===== config.mk =====
export PLATFORM = sky130hd
export DESIGN_NAME = ocp_fault_ctrl
export DESIGN_NICKNAME = d
export VERILOG_FILES = /design/src/rtl/ocp_fault_ctrl.sv
export SDC_FILE = /design/constraint.sdc
export NUM_CORES = 1
export LEC_CHECK = 0
export ABC_AREA = 0
export BUFFER_PORTS_ARGS = -buffer_cell sky130_fd_sc_hd__buf_2
export CAP_MARGIN = 40
export CORE_MARGIN = 1.5
export CORE_UTILIZATION = 40
export DETAILED_ROUTE_END_ITERATION = 8
export GPL_ROUTABILITY_DRIVEN = 0
export PLACE_DENSITY = 0.57
export SLEW_MARGIN = 20
export SYNTH_ARGS = -nofsm -noshare
export SYNTH_HDL_FRONTEND = slang
export SYNTH_SLANG_ARGS = --single-unit

===== constraint.sdc =====
create_clock -name clk -period 2.3 [get_ports clk]
set_input_delay 0.115 -clock clk [delete_from_list [all_inputs] [get_ports clk]]
set_output_delay 0.115 -clock clk [all_outputs]
set_load 0.01 [all_outputs]

===== src/rtl/ocp_fault_ctrl.sv =====
module ocp_fault_ctrl #(
  parameter int CLK_HZ   = 250_000_000,
  parameter int DELAY_MS = 500
) (
  input  logic       clk,
  input  logic       rst_n,
  input  logic       oc_det,
  input  logic       indiv_en,
  input  logic [1:0] resp_field,
  input  logic [1:0] mode_pin,
  input  logic       chip_en,
  input  logic       pwm_en,
  input  logic       stat_clr,
  output logic       stat_flag,
  output logic       alert_n,
  output logic       prim_sw_en,
  output logic       pwm_gate_en,
  output logic       pwm_ss_req
);
  localparam int WAIT = CLK_HZ / 1000 * DELAY_MS;
  localparam int CW   = $clog2(WAIT + 1);

  typedef enum logic [2:0] {S_RUN, S_WAIT, S_SS, S_LATCH, S_EN_LOW, S_PWM_HOLD} st_t;

  st_t           st;
  logic [CW-1:0] cnt;
  logic          pwm_en_q;
  logic          flag;

  wire [1:0] mode  = indiv_en ? resp_field : mode_pin;
  wire       m_hic = (mode == 2'b01);
  wire       m_lat = (mode == 2'b10);
  wire       live  = (st == S_RUN) || (st == S_SS) || (st == S_PWM_HOLD);

  assign stat_flag   = flag;
  assign alert_n     = ~flag;
  assign prim_sw_en  = live;
  assign pwm_gate_en = (st == S_RUN);
  assign pwm_ss_req  = (st == S_SS);

  always_ff @(posedge clk or negedge rst_n) begin
    if (!rst_n) begin
      st       <= S_RUN;
      cnt      <= '0;
      pwm_en_q <= 1'b0;
      flag     <= 1'b0;
    end else begin
      flag     <= oc_det | (flag & ~stat_clr);
      pwm_en_q <= pwm_en;
      case (st)
        S_WAIT: begin
          if (oc_det)              cnt <= CW'(WAIT);
          else if (cnt == CW'(1))  st  <= S_SS;
          else                     cnt <= cnt - CW'(1);
        end
        S_LATCH:  if (!chip_en) st <= S_EN_LOW;
        S_EN_LOW: if (chip_en)  st <= S_PWM_HOLD;
        S_RUN, S_SS, S_PWM_HOLD: begin
          if (oc_det && m_hic) begin
            st  <= S_WAIT;
            cnt <= CW'(WAIT);
          end else if (oc_det && m_lat) begin
            st <= S_LATCH;
          end else if (st == S_SS) begin
            st <= S_RUN;
          end else if (st == S_PWM_HOLD && pwm_en && !pwm_en_q) begin
            st <= S_RUN;
          end
        end
        default: st <= S_RUN;
      endcase
    end
  end


  flag_set_chk: assert property (@(posedge clk) disable iff (!rst_n)
    oc_det |=> (stat_flag && !alert_n));


  flag_clear_chk: assert property (@(posedge clk) disable iff (!rst_n)
    (stat_clr && !oc_det) |=> (!stat_flag && alert_n));


  flag_only_chk: assert property (@(posedge clk) disable iff (!rst_n)
    (oc_det && !m_hic && !m_lat && pwm_gate_en) |=> (pwm_gate_en && prim_sw_en));


  stop_chk: assert property (@(posedge clk) disable iff (!rst_n)
    (oc_det && (m_hic || m_lat) && prim_sw_en) |=> (!prim_sw_en && !pwm_gate_en));


  ss_order_chk: assert property (@(posedge clk) disable iff (!rst_n)
    (pwm_ss_req && !(oc_det && (m_hic || m_lat))) |=> (pwm_gate_en && !pwm_ss_req));


  latch_hold_chk: assert property (@(posedge clk) disable iff (!rst_n)
    (st == S_LATCH && chip_en) |=> !prim_sw_en);
endmodule


==> out/results.txt <==
Hold WS -> 0.225 ns
Hold/Removal Path Class -> in2reg
Slew HR -> 0.663
CORE AREA -> 5140 µm²
Initial DRC count -> 117
Mapped Nets -> 250
Req. time, crit path -> 2.53 ns
Setup Skew -> 0.00330 ns
Syn Area/Cell -> 9.07 µm²
Drc violations -> 0
Worst-case reg-to-reg path depth -> 5
Status -> complete, no violations
Metal2 WL -> 2.80 mm
Critical Path End -> cnt[4]
Vias per inst -> 5.71
Worst-margin pin slew -> 0.502 ns
Worst setup SP type -> flop
Multi-input logic area -> 1400 µm²
H-tree depth -> 2
Area share of the leading cell type in the synthesized netlist -> 0.373
Asr flop ratio synth -> 1.00
Minimum clock period -> 2.26 ns
Die Y -> 76.3 µm
Highest Signal Layer -> met4
Ranking of synthesized cells by area -> dfrtp_1 (37%), or3_1 (4.1%), nor2_1 (3.3%)
Synth Instances -> 237
Total track usage -> 0.225
First-pass GRT wire length -> 10.4 mm
Max Cap Violations -> 0
CTS max path bufs -> 2
R2R Path End -> cnt[4]
Gr ovfl total -> 0
Cell area power density -> 926 nW/µm²
Most frequent cells in the layout -> buf_4 (45), dfrtp_1 (31), nor2_1 (19), buf_2 (15), or3_1 (13)
Via count -> 2114
Clock latency on the worst-skew pair -> 0.29 ns
Total die area -> 5820 µm²
RSZ-0062 raised after global routing -> yes
Total CTS buffers -> 5
Post-layout util -> 0.559
Final WL -> 6.18 mm
Crit path DAT -> 2.48 ns
Period utilization -> 0.981
DIE WIDTH -> 76.3 µm
Commonest non-fill, non-tap cell in the layout -> buf_4
N_diodes -> 0
Clock sinks -> 32
Top-Level Pins -> 16
Crit path kind -> reg2reg
F_max -> 443 MHz
Final non-filler cell total -> 370
Crit path from -> cnt[19]
Finish-stage setup viols -> 0
Total Neg Setup Slack -> 0 ns
Mapped Area -> 2150 µm²
Yosys reg bits -> 32
EDFF count, synth -> 0
DP Area -> 2590 µm²
Root Buffer -> clkbuf_8
ANT nets after route -> 0
Most used DFF post-synth -> dfrtp_1
Share of cells above drive strength 1 -> 0.357
Number of global-route vias before repair -> 2122
Yosys warns -> 0
Finished Cell Area -> 2870 µm²
DR WL/cell -> 16.7 µm
Initial core utilization -> 0.418
Final Worst Setup Slack -> 0.0438 ns
Slew Limit Fails -> 0
Worst vdd ir -> 0.517 mV
Placed cells -> 355
Pre-antenna DRT Iters -> 4
Area Growth Syn to Fin -> 33.6%
Leakage -> 1.14 nW
Design Power -> 2.66 mW
Antenna violations before repair -> 0
Port Buffers -> 15
WL met1 -> 3.02 mm
Sequential area share after synthesis -> 0.373
Count of cell types in the netlist -> 59
Final hold vios -> 0
Detailed Place HPWL -> 4.49 mm
Reg2reg start -> cnt[19]
TritonCTS clock tree -> done
Setup WS pre-CTS -> -0.156 ns
Cell taking the most area after synthesis -> dfrtp_1
Std-Cell Rows -> 26
Fill cells -> 508
Reg clk slew, reported paths -> 0.07 ns
Met3 wire length -> 289 µm
Largest net degree at the start of global routing -> 33
CP endpoint kind -> flop
R2R setup slack -> 0.04 ns
Seq. cell area -> 802 µm²
Nets -> 312
Crit Path Max Fanout -> 5
==> per-layer routing <==
metal  vias to the layer above  GRT usage
li1                       1043          -
met3                         7     0.0323
met2                        48      0.354
met1                      1016      0.318
met5                         -          0
met4                         0     0.0741
==> Yosys cell counts (all sizes together), types with 4 or more instances <==
cell / n
a211oi: 4
a21oi: 9
and3: 6
clkbuf: 8
dfrtp: 32
inv: 4
mux2i: 6
nand2: 13
nand2b: 4
nand3: 11
nor2: 19
nor3: 11
nor4: 7
o21ai: 15
o22a: 4
o41ai: 5
or2: 4
or3: 15
or4: 6
==> how the worst min path moves through the flow <==
stage          startpoint  endpoint  cells after the start  slack (ns)
2_1_floorplan       rst_n    cnt[0]                      0       -0.18
3_3_place_gp        rst_n   cnt[10]                      1        0.23
3_5_place_dp        rst_n   cnt[10]                      1        0.23
4_1_cts           chip_en     st[2]                      3        0.22
5_1_grt           chip_en     st[2]                      3        0.28
6_report          chip_en     st[2]                      3        0.23
==> power by group <==
group	total, mW	internal [mW]	switching [mW]
sequential	0.798	0.671	0.127
clock	0.462	0.244	0.218
combinational	1.40	0.625	0.773
total	2.66	1.54	1.12
==> critical path, stage by stage (launching register included) <==
cell	delay, ns
dfrtp_1	0.38
or3_4	0.39
or4_4	0.54
or4_4	0.51
a21oi_4	0.20
a221o_1	0.18
==> layout make-up <==
class                           count  share of cell area
Multi-Input combinational cell    191               0.486
Sequential cell                    32               0.279
Timing Repair Buffer               65               0.168
Clock buffer                        8              0.0314
Tap cell                           70              0.0305
Inverter                            4             0.00523
==> cell families (layout without fill, tap and decap cells) <==
family | Yosys count | in the layout | share of synthesized area
buffers and inverters | 14 | 77 | 0.0297
and+or+nand+nor | 118 | 118 | 0.333
AOI/OAI and AO/OA | 62 | 62 | 0.212
adders and majority gates | 2 | 2 | 0.0116
xor gates and xnor gates | 2 | 2 | 0.00815
DFF | 32 | 32 | 0.373
muxes | 7 | 7 | 0.0332
==> flip-flops by register name, indices dropped and copies added (netlist names) <==
signal	count
cnt	27
st	3
pwm_en_q	1
stat_flag	1
==> repair_timing <==
action,CTS,global route
gates cloned,0,0
endpoints found under the hold margin,34,0
setup buffers,0,3
gates resized for setup,9,18
pin swaps,1,7
hold buffers,3,0
endpoints found under the setup margin,15,24
Power figures use the tool's default switching activity.
